## src/rtl/tvm_pkg.sv

```systemverilog
package tvm_pkg;

    localparam int COPIES = 3;

    typedef enum logic [1:0] {
        ST_IDLE,
        ST_WACK,
        ST_VOTE,
        ST_SCRUB
    } vstate_t;

endpackage

```

## src/rtl/tvm_bank.sv

```systemverilog
module tvm_bank #(
    parameter int DATA_W = 16,
    parameter int ADDR_W = 4
) (
    input  logic                      clk,
    input  logic                      rst,
    input  logic                      we,
    input  logic [ADDR_W-1:0]         waddr,
    input  logic [DATA_W-1:0]         wdata,
    input  logic                      flip_en,
    input  logic [ADDR_W-1:0]         flip_addr,
    input  logic [$clog2(DATA_W)-1:0] flip_bit,
    input  logic                      rd_en,
    input  logic [ADDR_W-1:0]         rd_addr,
    output logic [DATA_W-1:0]         rd_data
);
    localparam int DEPTH = 1 << ADDR_W;
    localparam logic [DATA_W-1:0] ONE = DATA_W'(1);

    logic [DATA_W-1:0] store_q [DEPTH];
    logic [DATA_W-1:0] rd_q;

    // Normal writes take priority over a fault flip in the same cycle.
    always_ff @(posedge clk) begin
        if (rst) begin
            for (int i = 0; i < DEPTH; i++) begin
                store_q[i] <= '0;
            end
        end else if (we) begin
            store_q[waddr] <= wdata;
        end else if (flip_en) begin
            store_q[flip_addr] <= store_q[flip_addr] ^ (ONE << flip_bit);
        end
    end

    always_ff @(posedge clk) begin
        if (rst) begin
            rd_q <= '0;
        end else if (rd_en) begin
            rd_q <= store_q[rd_addr];
        end
    end

    assign rd_data = rd_q;

endmodule

```

## src/rtl/tvm_voter.sv

```systemverilog
module tvm_voter #(
    parameter int DATA_W = 16
) (
    input  logic [DATA_W-1:0] copy_a,
    input  logic [DATA_W-1:0] copy_b,
    input  logic [DATA_W-1:0] copy_c,
    output logic [DATA_W-1:0] voted,
    output logic              mismatch
);
    logic [DATA_W-1:0] differ;

    for (genvar i = 0; i < DATA_W; i++) begin : g_bit
        assign voted[i]  = (copy_a[i] & copy_b[i]) |
                           (copy_a[i] & copy_c[i]) |
                           (copy_b[i] & copy_c[i]);
        assign differ[i] = (copy_a[i] ^ copy_b[i]) | (copy_a[i] ^ copy_c[i]);
    end

    assign mismatch = |differ;

endmodule

```

## src/rtl/tvm_ctrl.sv

```systemverilog
module tvm_ctrl
    import tvm_pkg::*;
#(
    parameter int DATA_W = 16,
    parameter int ADDR_W = 4
) (
    input  logic              clk,
    input  logic              rst,
    input  logic              req_valid,
    input  logic              req_write,
    input  logic [ADDR_W-1:0] req_addr,
    input  logic [DATA_W-1:0] req_wdata,
    input  logic              scrub_en,
    input  logic [DATA_W-1:0] voted,
    input  logic              mismatch,
    output logic              bank_we,
    output logic [ADDR_W-1:0] bank_waddr,
    output logic [DATA_W-1:0] bank_wdata,
    output logic              bank_rd_en,
    output logic [ADDR_W-1:0] bank_rd_addr,
    output logic              idle,
    output logic              in_scrub,
    output logic              done,
    output logic [DATA_W-1:0] rd_data,
    output logic              corrected
);
    vstate_t           state_q, state_d;
    logic [ADDR_W-1:0] addr_q;
    logic              scrub_q;
    logic [DATA_W-1:0] fix_q;
    logic              accept;

    assign accept = req_valid && (state_q == ST_IDLE);

    // State register
    always_ff @(posedge clk) begin
        if (rst) begin
            state_q <= ST_IDLE;
        end else begin
            state_q <= state_d;
        end
    end

    // Request context and scrub word
    always_ff @(posedge clk) begin
        if (rst) begin
            addr_q  <= '0;
            scrub_q <= 1'b0;
            fix_q   <= '0;
        end else begin
            if (accept) begin
                addr_q  <= req_addr;
                scrub_q <= scrub_en;
            end
            if (state_q == ST_VOTE) begin
                fix_q <= voted;
            end
        end
    end

    // Next state
    always_comb begin
        state_d = state_q;
        unique case (state_q)
            ST_IDLE: begin
                if (accept) begin
                    state_d = req_write ? ST_WACK : ST_VOTE;
                end
            end
            ST_WACK:  state_d = ST_IDLE;
            ST_VOTE:  state_d = (mismatch && scrub_q) ? ST_SCRUB : ST_IDLE;
            ST_SCRUB: state_d = ST_IDLE;
            default:  state_d = ST_IDLE;
        endcase
    end

    // Outputs
    always_comb begin
        bank_we      = 1'b0;
        bank_waddr   = req_addr;
        bank_wdata   = req_wdata;
        bank_rd_en   = 1'b0;
        bank_rd_addr = req_addr;
        idle         = 1'b0;
        in_scrub     = 1'b0;
        done         = 1'b0;
        rd_data      = '0;
        corrected    = 1'b0;
        unique case (state_q)
            ST_IDLE: begin
                idle       = 1'b1;
                bank_we    = accept && req_write;
                bank_rd_en = accept && !req_write;
            end
            ST_WACK: begin
                done = 1'b1;
            end
            ST_VOTE: begin
                if (!(mismatch && scrub_q)) begin
                    done      = 1'b1;
                    rd_data   = voted;
                    corrected = mismatch;
                end
            end
            ST_SCRUB: begin
                in_scrub   = 1'b1;
                bank_we    = 1'b1;
                bank_waddr = addr_q;
                bank_wdata = fix_q;
                done       = 1'b1;
                rd_data    = fix_q;
                corrected  = 1'b1;
            end
            default: begin
                idle = 1'b0;
            end
        endcase
    end

endmodule

```

## src/rtl/triple_vote_mem.sv

```systemverilog
module triple_vote_mem
    import tvm_pkg::*;
#(
    parameter int DATA_W = 16,
    parameter int ADDR_W = 4
) (
    input  logic                      clk,
    input  logic                      rst,
    input  logic                      req_valid,
    input  logic                      req_write,
    input  logic [ADDR_W-1:0]         req_addr,
    input  logic [DATA_W-1:0]         req_wdata,
    input  logic                      scrub_en,
    input  logic                      inject_en,
    input  logic [1:0]                inject_copy,
    input  logic [ADDR_W-1:0]         inject_addr,
    input  logic [$clog2(DATA_W)-1:0] inject_bit,
    output logic                      done,
    output logic [DATA_W-1:0]         rd_data,
    output logic                      corrected
);
    logic                 ctl_we;
    logic [ADDR_W-1:0]    ctl_waddr;
    logic [DATA_W-1:0]    ctl_wdata;
    logic                 ctl_rd_en;
    logic [ADDR_W-1:0]    ctl_rd_addr;
    logic                 ctrl_idle;
    logic                 ctrl_scrub;
    logic [DATA_W-1:0]    voted;
    logic                 mismatch;
    logic                 inj_ok;
    logic [COPIES-1:0]    bank_we;
    logic [COPIES-1:0]    flip_en;
    logic [DATA_W-1:0]    copy_q [COPIES];

    assign inj_ok = inject_en && ctrl_idle && !req_valid;

    for (genvar i = 0; i < COPIES; i++) begin : g_copy
        assign bank_we[i] = ctl_we;
        assign flip_en[i] = inj_ok && (inject_copy == 2'(i));

        tvm_bank #(
            .DATA_W(DATA_W),
            .ADDR_W(ADDR_W)
        ) u_bank (
            .clk      (clk),
            .rst      (rst),
            .we       (bank_we[i]),
            .waddr    (ctl_waddr),
            .wdata    (ctl_wdata),
            .flip_en  (flip_en[i]),
            .flip_addr(inject_addr),
            .flip_bit (inject_bit),
            .rd_en    (ctl_rd_en),
            .rd_addr  (ctl_rd_addr),
            .rd_data  (copy_q[i])
        );
    end

    tvm_voter #(
        .DATA_W(DATA_W)
    ) u_voter (
        .copy_a  (copy_q[0]),
        .copy_b  (copy_q[1]),
        .copy_c  (copy_q[2]),
        .voted   (voted),
        .mismatch(mismatch)
    );

    tvm_ctrl #(
        .DATA_W(DATA_W),
        .ADDR_W(ADDR_W)
    ) u_ctrl (
        .clk         (clk),
        .rst         (rst),
        .req_valid   (req_valid),
        .req_write   (req_write),
        .req_addr    (req_addr),
        .req_wdata   (req_wdata),
        .scrub_en    (scrub_en),
        .voted       (voted),
        .mismatch    (mismatch),
        .bank_we     (ctl_we),
        .bank_waddr  (ctl_waddr),
        .bank_wdata  (ctl_wdata),
        .bank_rd_en  (ctl_rd_en),
        .bank_rd_addr(ctl_rd_addr),
        .idle        (ctrl_idle),
        .in_scrub    (ctrl_scrub),
        .done        (done),
        .rd_data     (rd_data),
        .corrected   (corrected)
    );

endmodule

```

## config.mk

```make
export PLATFORM = sky130hd
export DESIGN_NAME = triple_vote_mem
export DESIGN_NICKNAME = d
export VERILOG_FILES = /design/src/rtl/tvm_pkg.sv /design/src/rtl/tvm_bank.sv /design/src/rtl/tvm_voter.sv /design/src/rtl/tvm_ctrl.sv /design/src/rtl/triple_vote_mem.sv
export SDC_FILE = /design/constraint.sdc
export NUM_CORES = 1
export LEC_CHECK = 0
export ABC_AREA = 1
export ABC_CLOCK_PERIOD_IN_PS = 2900
export BUFFER_PORTS_ARGS = -buffer_cell sky130_fd_sc_hd__clkbuf_2
export CAP_MARGIN = 20
export CORE_MARGIN = 2
export CORE_UTILIZATION = 30
export CTS_CLUSTER_DIAMETER = 50
export CTS_CLUSTER_SIZE = 16
export DETAILED_ROUTE_END_ITERATION = 6
export PLACE_DENSITY = 0.44
export RECOVER_POWER = 25
export SYNTH_ARGS = -nofsm -noshare
export SYNTH_HDL_FRONTEND = slang
export SYNTH_SLANG_ARGS = --single-unit
```

## constraint.sdc

```tcl
create_clock -name clk -period 2.9 [get_ports clk]
set_input_delay 0.58 -clock clk [delete_from_list [all_inputs] [get_ports clk]]
set_output_delay 0.58 -clock clk [all_outputs]
set_load 0.02 [all_outputs]
```

==> key figures <==
Placement
  – Number of port buffers: 53
  – Placed Cells incl. Taps: about 8.4k
  – Detailed Place HPWL: between 100000 and 150000 um
  – GPL Wtd Cong: ~0.90

Clock network
  – TritonCTS Buffers: 131
  – CTS tree: done
  – # clock sinks: 839
  – CTS Root Buffer Type: clkbuf_16
  – Reg clk slew, reported paths: 0.05 ns
  – Clk_lat worst skew: ~0.80 ns
  – CTS hold repair buffers: 0
  – Max Root-Sink Buffers: 3
  – H-tree depth: 4

STA
  – Fmax: 309 MHz
  – Slew @ Worst Pin: 0.924 ns
  – Setup violations, final: between 900 and 1k
  – Worst Clk Skew: between 0.05 and 0.06 ns
  – Crit path time final: between 3 and 4 ns
  – Fin worst setup slack: -0.332 ns
  – Post-route setup TNS: -106.54 ns
  – Max-slew headroom: between 30% and 40%
  – Final Hold Viols: 0
  – RSZ-0062 raised after global routing: true
  – Final slew viol count: 0
  – Final period util: 111%
  – Worst hold slack: about 0.085 ns

Synth
  – YS warnings: 0
  – Synth Area in Adders: 0.909%
  – Post-Synthesis Cells: approximately 6.2k
  – Avg Inst Size Synth: 7.93 um^2
  – Synth Area in Simple Gates: a little under a quarter
  – Largest family of logic cells by synthesized area: simple AND/OR/NAND/NOR gates
  – Seq cells post-synth: 839
  – Post-synth ARST share: 0%
  – Mapped Area: roughly 50000 um^2
  – Main synth FF type: edfxtp_1
  – Synth top area cells: edfxtp_1, nand3_1, nand2_1
  – Xor/xnor share of the synthesized area: 0%
  – Post-synthesis compound-gate area fraction: between 10% and 20%
  – Yosys top cell area share: between 40% and 50%
  – Area leader, netlist: edfxtp_1
  – Post-Syn Nets: 6316
  – Post-synth EDFFs: around 770
  – Synth cell types: 37
  – Seq/Total Area, Yosys: between 40% and 50%
  – Mux cell area share after synthesis: 0%

Die
  – Die Y: between 400 and 500 um
  – Row Count: 149
  – Core footprint: around 160000 um^2
  – DIE WIDTH: 410 um
  – Initial Util: between 30% and 40%
  – I/O pin count: 54
  – Die ar.: 168000 um^2

Worst setup path
  – Worst r2r src: u_ctrl.state_q[0]$_SDFFE_PP0P_
  – Worst Path Required: 2.32 ns
  – Crit Path Max Fanout: 5
  – Crit Path Class: flip-flop to output pin
  – R2r setup slk: -0.28 ns
  – WP data arrival: roughly 2.7 ns
  – Reg2reg end: g_copy[1].u_bank.store_q[14][13]$_SDFFCE_PN0P_
  – CP endpoint kind: output pin
  – Crit path launch type: flip-flop
  – Register-to-Register Path Depth: 14

Routing
  – Post-Route WL: between 200000 and 250000 um
  – DRT iter0 DRCs: slightly above 5k
  – DRC: 0
  – Final ANT Viol Nets: 0
  – WL per Instance: ~26 um
  – DR vias: 47.3k
  – Via density per instance: 5.44
  – Drt first pass iters: 5

Job
  – Maxcap violations: 0

Final layout
  – P&R area growth vs syn: 22.6%
  – Final non-filler cell total: between 8k and 9k
  – Fillers: 17.0k
  – Final net count: about 6.5k
  – Layout cells sized above 1: about 14%

Global routing
  – Met3 Resource Use GR: 4.54%
  – Routing usage on met2: between 40 and 50%
  – Busiest layer in global routing: met2
  – Vias in the first global route: about 45k
  – Total gr overflow: 0
  – Met1 GRT Util: ~36%
  – Largest net degree at the start of global routing: 120
  – Wire length of the first global-routing pass: roughly 320000 um
  – Total GRT Usage: 26.3%
  – Antenna violations before repair: 11

Min path
  – Hold EP: u_ctrl.scrub_q$_SDFFE_PP0N_
  – Hold Path Depth: 3
  – Worst hold path type: primary input to flip-flop
  – Worst hold path startpoint: scrub_en

Power
  – Peak supply drop: approximately 0.48 mV
  – Leak: 0.0255 uW
  – Pwr Density: 573 nW/um^2

Outcome
  – Failing checks: setup timing
  – Status: finished, violations left
-- area by class of cell --
type,count,area [um^2],share of cell area [%]
Multi-Input combinational cell,4127,20400,33.6
Antenna cell,3,7.51,0.0124
Tap cell,2189,2740,4.51
Sequential cell,839,24500,40.4
Inverter,778,2950,4.85
Clock buffer,143,3350,5.52
Timing Repair Buffer,517,5660,9.33
Clock inverter,97,1080,1.77
-- cell usage after synthesis, types with 6 or more instances --
library cell,number
clkbuf_1,220
buf_2,186
nand2_1,1279
a21oi_1,930
a21oi_2,6
nand2_2,25
nor2_1,237
nor2_2,15
edfxtp_1,768
o211ai_1,243
buf_4,27
a211o_1,16
ha_1,36
buf_1,68
inv_1,764
nand3_1,1053
nand4_1,7
inv_2,9
or2_2,34
dfxtp_1,71
o21ai_0,218
-- critical path, cell delays in order, from the launching register on --
cell      delay (ns)
dfxtp_4         0.38
ha_4            0.21
nor4_4          0.27
buf_4           0.17
nand3_4         0.08
nor2_4          0.14
buf_12          0.14
nor2_4          0.07
o21ai_2         0.22
clkbuf_8        0.18
-- power by group --
| group | switching, uW | total, uW | internal, uW |
|---|---|---|---|
| clock network | 6620 | 16100 | 9490 |
| registers | 242 | 13900 | 13700 |
| logic | 3310 | 4790 | 1490 |
-- cell families (layout without fill, tap and decap cells) --
group                    count (synthesis)  after routing
AND/OR/NAND/NOR                       2668           2670
AO/OA/AOI/OAI                         1421           1421
buffers and inverters                 1280           1535
flip-flops                             839            839
adder cells (fa/ha/maj)                 36             36
other                                    0              3
-- flip-flops by register name, indices dropped and copies added (netlist names) --
| signal | flops |
|---|---|
| g_copy.u_bank.rd_data | 48 |
| g_copy.u_bank.store_q | 768 |
| u_ctrl.addr_q | 4 |
| u_ctrl.fix_q | 16 |
| u_ctrl.scrub_q | 1 |
| u_ctrl.state_q | 2 |
-- how the worst max path moves through the flow --
stage / startpoint / to / slack, ns / cells after the start
4_1_cts: g_copy[2].u_bank.rd_data[5]$_SDFFE_PP0P_ / rd_data[11] / -0.40 / 9
2_1_floorplan: u_ctrl.state_q[0]$_SDFFE_PP0P_ / g_copy[0].u_bank.store_q[5][0]$_SDFFCE_PN0P_ / 0.21 / 14
5_1_grt: g_copy[2].u_bank.rd_data[1]$_SDFFE_PP0P_ / rd_data[4] / -0.42 / 10
6_report: g_copy[0].u_bank.rd_data[7]$_SDFFE_PP0P_ / rd_data[4] / -0.33 / 9
3_5_place_dp: g_copy[1].u_bank.rd_data[7]$_SDFFE_PP0P_ / rd_data[2] / -0.24 / 9
3_3_place_gp: g_copy[1].u_bank.rd_data[7]$_SDFFE_PP0P_ / rd_data[2] / -0.26 / 9
-- cells in the final DEF (no fill, tap or decap), types with 30 or more instances in the layout --
master     Yosys  final
buf_12         0    136
buf_4         27    317
inv_1        764    761
dfxtp_2        0     30
nand3_1     1053   1050
nand2_1     1279   1265
edfxtp_1     768    768
or2_2         34     30
clkbuf_16      0    132
nand2_2       25     39
o21ai_0      218    202
o211ai_1     243    243
clkbuf_2       0     31
a21oi_1      930    929
nor2_1       237    232
dfxtp_1       71     37
-- timing repair --
action                                  in CTS  in global routing
setup buffers                                7                  6
endpoints found under the setup margin     108                594
gates cloned                                 2                  0
pin swaps                                   18                 27
gates resized for setup                    125                 70
-- metal layers --
layer  wire length [um]  up-vias
met3              18200      463
met2             100000     2126
met5                162        -
li1                   -    21600
met1              95600    23100
met4              10900       26
-- metrics by stage --
step / setup slack, ns / utilization, % / total power [uW] / instance area [um^2]
6_report: -0.332 / 36.9 / 34800 / 60700
5_1_grt: -0.418 / 36.9 / 35900 / 60700
4_1_cts: -0.397 / 36.8 / 34900 / 60500
3_5_place_dp: -0.243 / 33.8 / 18700 / 55500
3_3_place_gp: -0.258 / 33.8 / 18700 / 55500
2_1_floorplan: 0.208 / - / 16600 / 49500
Power figures use the tool's default switching activity.
